$ cat src/rtl/alseq_pkg.sv
package alseq_pkg;
  typedef enum logic [1:0] {
    ST_IDLE  = 2'd0,
    ST_NORM  = 2'd1,
    ST_ASYNC = 2'd2
  } seq_st_e;

  typedef enum logic [1:0] {
    OP_NONE  = 2'd0,
    OP_RETAS = 2'd1,
    OP_HALT  = 2'd2,
    OP_RSVD  = 2'd3
  } seq_op_e;
endpackage

$ cat src/rtl/alseq_req_gate.sv
module alseq_req_gate (
  input  logic clk_i,
  input  logic rst_ni,
  input  logic req_i,
  input  logic open_i,   // mode allows requests
  input  logic clr_i,    // switch taken
  output logic pend_o,
  output logic en_o,
  output logic rej_o
);
  logic pend_q, rej_q;

  assign en_o   = open_i & ~pend_q;
  assign pend_o = pend_q;
  assign rej_o  = rej_q;

  always_ff @(posedge clk_i or negedge rst_ni) begin
    if (!rst_ni) begin
      pend_q <= 1'b0;
      rej_q  <= 1'b0;
    end else begin
      rej_q <= req_i & ~en_o;
      if (clr_i)             pend_q <= 1'b0;
      else if (req_i & en_o) pend_q <= 1'b1;
    end
  end

  assert_rej_cause_R7: assert property (@(posedge clk_i) disable iff (!rst_ni)
    rej_q |-> $past(req_i));
  assert_pend_hold_R10: assert property (@(posedge clk_i) disable iff (!rst_ni)
    (pend_q && !clr_i) |=> pend_q);
endmodule

$ cat src/rtl/alseq_ret_stack.sv
module alseq_ret_stack #(
  parameter int unsigned PTR_W = 16
) (
  input  logic             clk_i,
  input  logic             rst_ni,
  input  logic             push_i,
  input  logic [PTR_W-1:0] push_ptr_i,
  input  logic             push_idle_i,
  input  logic             pop_i,
  output logic [PTR_W-1:0] top_ptr_o,
  output logic             top_idle_o,
  output logic             full_o
);
  logic [PTR_W-1:0] ptr_q;
  logic             idle_q, full_q;

  always_ff @(posedge clk_i or negedge rst_ni) begin
    if (!rst_ni) begin
      ptr_q  <= '0;
      idle_q <= 1'b0;
      full_q <= 1'b0;
    end else if (push_i) begin
      ptr_q  <= push_ptr_i;
      idle_q <= push_idle_i;
      full_q <= 1'b1;
    end else if (pop_i) begin
      full_q <= 1'b0;
    end
  end

  assign top_ptr_o  = ptr_q;
  assign top_idle_o = idle_q;
  assign full_o     = full_q;

  assert_no_push_full_R6: assert property (@(posedge clk_i) disable iff (!rst_ni)
    push_i |-> !full_q);
  assert_no_pop_empty_R8: assert property (@(posedge clk_i) disable iff (!rst_ni)
    pop_i |-> full_q);
endmodule

$ cat src/rtl/alseq_ptr_unit.sv
module alseq_ptr_unit #(
  parameter int unsigned PTR_W = 16,
  parameter int unsigned STEP  = 1
) (
  input  logic             clk_i,
  input  logic             rst_ni,
  input  logic             ld_i,
  input  logic [PTR_W-1:0] ld_val_i,
  input  logic             adv_i,
  output logic [PTR_W-1:0] ptr_o,
  output logic [PTR_W-1:0] ptr_nxt_o   // pointer after one step
);
  localparam logic [PTR_W-1:0] STEP_V = PTR_W'(STEP);
  logic [PTR_W-1:0] ptr_q;

  assign ptr_nxt_o = ptr_q + STEP_V;
  assign ptr_o     = ptr_q;

  always_ff @(posedge clk_i or negedge rst_ni) begin
    if (!rst_ni)    ptr_q <= '0;
    else if (ld_i)  ptr_q <= ld_val_i;
    else if (adv_i) ptr_q <= ptr_nxt_o;
  end
endmodule

$ cat src/rtl/async_list_seq.sv
module async_list_seq
  import alseq_pkg::*;
#(
  parameter int unsigned PTR_W = 16,
  parameter int unsigned STEP  = 1
) (
  input  logic             clk_i,
  input  logic             rst_ni,
  input  logic             start_i,
  input  logic [PTR_W-1:0] start_ptr_i,
  input  logic             async_req_i,
  input  logic [PTR_W-1:0] async_ptr_i,
  input  logic             msg_done_i,
  input  logic             op_valid_i,
  input  logic [1:0]       op_i,
  output logic [PTR_W-1:0] list_ptr_o,
  output logic             busy_o,
  output logic             in_async_o,
  output logic             start_en_o,
  output logic             async_en_o,
  output logic             async_rej_o
);
  seq_st_e          st_q, st_d;
  logic             pend, gate_en;
  logic             sw_go, ret_go, halt_go, start_go, adv;
  logic             ld;
  logic [PTR_W-1:0] ld_val, ptr, ptr_nxt, stk_ptr;
  logic             stk_idle, stk_full;

  // switch only at a message boundary, or immediately from idle
  assign sw_go    = pend & ((st_q == ST_IDLE) | ((st_q == ST_NORM) & msg_done_i));
  assign ret_go   = (st_q == ST_ASYNC) & op_valid_i & (op_i == OP_RETAS);
  assign halt_go  = (st_q == ST_NORM) & op_valid_i & (op_i == OP_HALT) & ~sw_go;
  assign start_go = (st_q == ST_IDLE) & start_i & ~sw_go;
  assign adv      = msg_done_i & (st_q != ST_IDLE) & ~ret_go;

  always_comb begin
    ld     = 1'b1;
    ld_val = ptr;
    if (sw_go)         ld_val = async_ptr_i;
    else if (ret_go)   ld_val = stk_ptr;
    else if (start_go) ld_val = start_ptr_i;
    else               ld = 1'b0;
  end

  always_comb begin
    st_d = st_q;
    if (sw_go)         st_d = ST_ASYNC;
    else if (ret_go)   st_d = stk_idle ? ST_IDLE : ST_NORM;
    else if (halt_go)  st_d = ST_IDLE;
    else if (start_go) st_d = ST_NORM;
  end

  always_ff @(posedge clk_i or negedge rst_ni) begin
    if (!rst_ni) st_q <= ST_IDLE;
    else         st_q <= st_d;
  end

  alseq_req_gate u_gate (
    .clk_i  (clk_i),
    .rst_ni (rst_ni),
    .req_i  (async_req_i),
    .open_i (st_q != ST_ASYNC),
    .clr_i  (sw_go),
    .pend_o (pend),
    .en_o   (gate_en),
    .rej_o  (async_rej_o)
  );

  alseq_ret_stack #(.PTR_W(PTR_W)) u_stack (
    .clk_i       (clk_i),
    .rst_ni      (rst_ni),
    .push_i      (sw_go),
    .push_ptr_i  ((st_q == ST_IDLE) ? ptr : ptr_nxt),
    .push_idle_i (st_q == ST_IDLE),
    .pop_i       (ret_go),
    .top_ptr_o   (stk_ptr),
    .top_idle_o  (stk_idle),
    .full_o      (stk_full)
  );

  alseq_ptr_unit #(.PTR_W(PTR_W), .STEP(STEP)) u_ptr (
    .clk_i     (clk_i),
    .rst_ni    (rst_ni),
    .ld_i      (ld),
    .ld_val_i  (ld_val),
    .adv_i     (adv),
    .ptr_o     (ptr),
    .ptr_nxt_o (ptr_nxt)
  );

  assign list_ptr_o = ptr;
  assign busy_o     = st_q != ST_IDLE;
  assign in_async_o = st_q == ST_ASYNC;
  assign start_en_o = st_q != ST_ASYNC;
  assign async_en_o = gate_en;

  assert_switch_pending_R5: assert property (@(posedge clk_i) disable iff (!rst_ni)
    $rose(in_async_o) |-> $past(pend));
  assert_async_load_R6: assert property (@(posedge clk_i) disable iff (!rst_ni)
    sw_go |=> (list_ptr_o == $past(async_ptr_i)) && in_async_o);
  assert_async_stays_R7: assert property (@(posedge clk_i) disable iff (!rst_ni)
    (in_async_o && !ret_go) |=> in_async_o);
  assert_restore_R8: assert property (@(posedge clk_i) disable iff (!rst_ni)
    ret_go |=> (list_ptr_o == $past(stk_ptr)) && !in_async_o);
  assert_stack_tracks_R6: assert property (@(posedge clk_i) disable iff (!rst_ni)
    in_async_o |-> stk_full);
endmodule

$ cat config.mk
export PLATFORM = sky130hd
export DESIGN_NAME = async_list_seq
export DESIGN_NICKNAME = d
export VERILOG_FILES = /design/src/rtl/alseq_pkg.sv /design/src/rtl/alseq_req_gate.sv /design/src/rtl/alseq_ret_stack.sv /design/src/rtl/alseq_ptr_unit.sv /design/src/rtl/async_list_seq.sv
export SDC_FILE = /design/constraint.sdc
export NUM_CORES = 1
export LEC_CHECK = 0
export BUFFER_PORTS_ARGS = -buffer_cell sky130_fd_sc_hd__buf_4
export CAP_MARGIN = 20
export CORE_MARGIN = 1.5
export CORE_UTILIZATION = 34
export CTS_CLUSTER_SIZE = 10
export DETAILED_ROUTE_END_ITERATION = 8
export GPL_TIMING_DRIVEN = 0
export HOLD_SLACK_MARGIN = 0.02
export MAX_ROUTING_LAYER = met4
export PLACE_DENSITY = 0.65
export SLEW_MARGIN = 20
export SYNTH_ARGS = -nofsm -noshare
export SYNTH_HDL_FRONTEND = slang
export SYNTH_SLANG_ARGS = --single-unit
$ cat constraint.sdc
create_clock -name clk_i -period 3.9 [get_ports clk_i]
set_input_delay 0.585 -clock clk_i [delete_from_list [all_inputs] [get_ports clk_i]]
set_output_delay 0.585 -clock clk_i [all_outputs]
set_load 0.03 [all_outputs]
======== Yosys cells after proc, flatten, opt, wreduce, memory -nomap -nowiden ========
Cells that the tools add are included.
W data, S select, Z words.
cells by class
  equal/unequal tests ..................... 6
  bitwise gates (word level) .............. 19
  muxes and demuxes ....................... 16
  $add $sub $neg .......................... 1
  reduce and logical (&&, ||, !) cells .... 6
operators with widths
  kind                     number
  $mux W16                 6
  $add A16 B1 Y16 const B  1
  $and A1 B1 Y1            14
  $mux W2                  4
  $mux W1                  6
  $reduce_bool A2 Y1       3
  $eq A2 B1 Y1 const B     2
  $eq A2 B2 Y1 const B     2
  $ne A4 B4 Y1 const B     1
  $not A1 Y1               4
  $reduce_bool A4 Y1       1
  $logic_not A2 Y1         1
  $ne A2 B2 Y1 const B     1
  $reduce_and A2 Y1        1
  $or A1 B1 Y1             1
storage, ports and cells
  flip-flop bits (word level) ............. 37
  logic and storage cells ................. 54

======== Logic depth before layout (Yosys ltp) ========
  word-level depth ........................ 11
  depth in mapped cells ................... 7
  depth with buffers taken out ............ 6

======== Cells and area by module ========
Synthesis repeated with hierarchy kept, for this count alone.
second synthesis, totals
  cell total of the unflattened synthesis .. 288
  area, all modules ....................... 2,931.6 µm²
by module, submodules not included
  module           seq. area each (µm²)  times used  cells an instance  area each (µm²)
  alseq_ptr_unit   400.4                 1           127                1,108.6
  async_list_seq   50.0                  1           116                1,022.2
  alseq_ret_stack  450.4                 1           39                 719.4
  alseq_req_gate   50.0                  1           6                  81.3

======== Worst setup path after synthesis ========
No wires, ideal clock.
  path kind ............................... reg-to-output
  from .................................... register st_q[0]
  to ...................................... output port start_en_o
  stages on the path, launching flop included .. 4
  data arrival time ....................... 1.489 ns
  path slack .............................. 1.826 ns
  cells stage by stage .................... dfrtp_1 clkbuf_1 nor2b_1 inv_1
on the way
  cells in the longest elaborated chain, start to end .. 1
ends and longest elaborated chain
  what                      line                  RTL
  start: declaration        async_list_seq.sv:23  seq_st_e st_q, st_d;
  start signal: assignment  async_list_seq.sv:56  else st_q <= st_d;
  $ne A2 B2 Y1              async_list_seq.sv:95  assign start_en_o = st_q != ST_ASYNC;
  end: declaration          async_list_seq.sv:19  output logic start_en_o,
Every way passes these cells.

======== Worst setup path after layout ========
  from .................................... register st_q[0]
  to ...................................... output port async_en_o
on the way
  cells in the longest elaborated chain, start to end .. 2
ends and longest elaborated chain
  what              line                  RTL
  $ne A2 B2 Y1      async_list_seq.sv:63  .open_i (st_q != ST_ASYNC),
  $and A1 B1 Y1     alseq_req_gate.sv:13  assign en_o = open_i & ~pend_q;
  end: declaration  async_list_seq.sv:20  output logic async_en_o,
Every way passes these cells.

==> reports/qor.yml <==
outcome:
  status: "complete, but fails checks"
  violations: "DRC"
logic_synthesis:
  synthXorXnorAreaFrac: 0.04940
  synth-simple-area-share: 0.2324
  synth-adder-area-share: 0.005429
  seq_area_frac_synth: 0.4017
  yosys-mux-area-fraction: 0.004343
  netlist_area_sq_mm: 0.002305
  synth_top_family_by_area: "compound AO/OA/AOI/OAI gates"
  synth_cell_types: 49
  syn_inst: 263
  synthFlopType: "dfrtp_1"
  ys_warn_count: 0
  synth-async-reset-ratio: 1.000
  synth_seq_cells: 37
  synth_fp_nets: 304
  synth-compound-area-share: 0.2573
  synth_edf_count: 0
  syn_area_per_cell_sq_um: 8.763
sta:
  tns_ns: 0
  layout_min_cycle_time_ns: 2.285
  fmaxAchievable_mhz: 437.7
  setup_viol: 0
  setup_ws_ns: 1.615
  rsz0062_at_grt: "no"
  tightest_slew_ns: 0.7391
  hold_viol: 0
  slew_viol_final: 0
  period_share: 0.5859
  slew_headroom: 0.5072
  clock_skew_ns: 0.01165
critical_path:
  critPathKind: "flop to primary output"
  critPathBufInv: 2
  critPathMaxFanout: 10
  cp_slowest_cell: "dfrtp_1"
  path_delay_family: "buffers and inverters"
  critPathLaunchType: "flop"
  crit_required_ns: 3.31
  slowest_delay_ns: 0.47
  arrival_ns: 1.70
  cp_cell_sequence: "clkbuf_1 > nor2b_1 > nor2_1 > buf_4"
  critPathCaptureType: "primary output"
cts:
  cts_max_level: 2
  cts_buffers: 5
  cts_resized: 0
  cts_tree: "built"
  clk_path_buf_depth: 2
  path_clk_slew_ns: 0.09
  clkLatencyLatePin_ns: 0.29
  clkSinkCount: 37
  cts_root_buffer: "clkbuf_8"
  hold_buffers: 0
  cts_setup_buffers: 0
placed_design:
  hpwl_um: 5144
  port_buffers: 60
  pre_cts_slack_ns: 1.448
  dpl_cell_area_sq_mm: 0.002851
  finalWeightedCongestion: 0.8965
floorplan:
  die-area_sq_mm: 0.007281
  rows: 29
  core-area_sq_mm: 0.006459
  start_util: 0.3568
  die_w_um: 85.33
  num_io_pins: 61
  die_h_um: 85.33
detailed_routing:
  final_antenna_net_count: 0
  dr.pass1.iters: 6
  vias_per_cell: 5.640
  routedWlPerCell_um: 17.33
  routed_wl_um: 7071
  drt-initial-drc-count: 189
  drc: 3
  route.vias.total: 2301
finish:
  synthToLayoutAreaGrowth_pct: 27.63
  drive_gt1_frac: 0.2538
  final_cell_mix: "buf_4 (62), dfrtp_1 (37), nand2_1 (35)"
  nNetsFinal: 371
  stdcell_area_sq_mm: 0.002942
  final_common_cell: "buf_4"
  diodes: 0
worst_hold_path:
  hold_path.class: "input port to asynchronous set/reset pin"
global_route:
  grt_max_degree: 38
  grt_overflow_total: 0
  grt_pass1_vias: 2242
  gr-usage-all-layers: 0.2096
  grt_pass1_wl_um: 11460
  antenna_found_initial: 0
power_and_ir_drop:
  p_per_area_mw_per_mm2: 834.5
  leakage_nw: 1.263
  peakVddDrop_uv: 377.7
run:
  cap_violations: 0
[layer usage]
layer / track usage / routed length [um] / part of all wire / vias up
met4: 0.05279 / 48 / 0.0068 / 0
li1: - / - / - / 1117
met3: 0.03210 / 547 / 0.077 / 4
met2: 0.3232 / 3317 / 0.47 / 88
met5: - / 0 / 0 / -
met1: 0.2896 / 3157 / 0.45 / 1092
[Yosys cell counts (5+ instances only)]
| library cell | instances | share of area |
|---|---|---|
| a21oi_1 | 7 | 0.015 |
| a22oi_1 | 14 | 0.046 |
| a31oi_1 | 9 | 0.024 |
| buf_2 | 7 | 0.015 |
| clkbuf_1 | 7 | 0.011 |
| dfrtp_1 | 37 | 0.40 |
| nand2_1 | 35 | 0.057 |
| nand3_1 | 13 | 0.028 |
| nand4_1 | 5 | 0.014 |
| nor2_1 | 20 | 0.033 |
| nor3_1 | 8 | 0.017 |
| o21a_1 | 6 | 0.020 |
| o21ai_0 | 19 | 0.041 |
| xnor2_1 | 8 | 0.030 |
| xor2_1 | 5 | 0.019 |
[registers in the layout, indices dropped and copies added (netlist names)]
name and count:
u_stack.top_ptr_o 16, u_stack.top_idle_o 1, u_gate.rej_o 1, u_gate.pend_o 1, st_q 2, u_ptr.ptr_o 16
[through the flow]
stage / cells / hold WS, ns / power [W] / util
3_5_place_dp: 400 / 0.4715 / 0.002176 / 0.4415
6_report: 408 / 0.2565 / 0.002455 / 0.4554
2_1_floorplan: 263 / 0.2894 / 0.001708 / -
5_1_grt: 408 / 0.2742 / 0.002653 / 0.4554
3_3_place_gp: 400 / 0.4633 / 0.002155 / 0.4415
4_1_cts: 408 / 0.2684 / 0.002462 / 0.4554
[power breakdown]
part           switching, W  internal [W]  total [W]
logic              0.000848      0.000552    0.00140
clock network      0.000153      0.000127   0.000280
registers          0.000203      0.000572   0.000775
total               0.00120       0.00125    0.00245
[layout make-up]
class | count | area (sq um)
well taps | 77 | 96.34
multi-input cells | 204 | 1265
repair buffers | 60 | 450.4
inverters | 4 | 15.01
flip-flops and latches | 37 | 925.9
plain buffers | 18 | 98.84
clock buffers | 5 | 68.82
clock inverters | 3 | 21.27
fillers | 652 | 3517
[path summary, 6_finish.rpt]
kind                                                    from                                end  slack (ns)  cells after the start
setup reg to reg                         st_q[1]$_DFFE_PN0P_         u_ptr.ptr_o[3]$_DFFE_PN0P_        1.74                      5
max in group asynchronous                             rst_ni        u_ptr.ptr_o[10]$_DFFE_PN0P_        3.30                      1
min in group clk_i         u_stack.top_ptr_o[12]$_DFFE_PN0P_  u_stack.top_ptr_o[12]$_DFFE_PN0P_        0.49                      2
hold / removal                                        rst_ni   u_stack.top_ptr_o[5]$_DFFE_PN0P_        0.26                      1
hold reg to reg            u_stack.top_ptr_o[12]$_DFFE_PN0P_  u_stack.top_ptr_o[12]$_DFFE_PN0P_        0.49                      2
setup / recovery                         st_q[0]$_DFFE_PN0P_                         async_en_o        1.62                      4
[cell families (layout without fill, tap and decap cells)]
group | Yosys count | in the layout
adders and majority gates | 1 | 1
AOI/OAI and AO/OA | 85 | 85
and+or+nand+nor | 104 | 104
xor gates and xnor gates | 13 | 13
muxes | 1 | 1
DFF | 37 | 37
buffers and inverters | 22 | 90
Note: power is estimated with default switching activity, not from simulation.
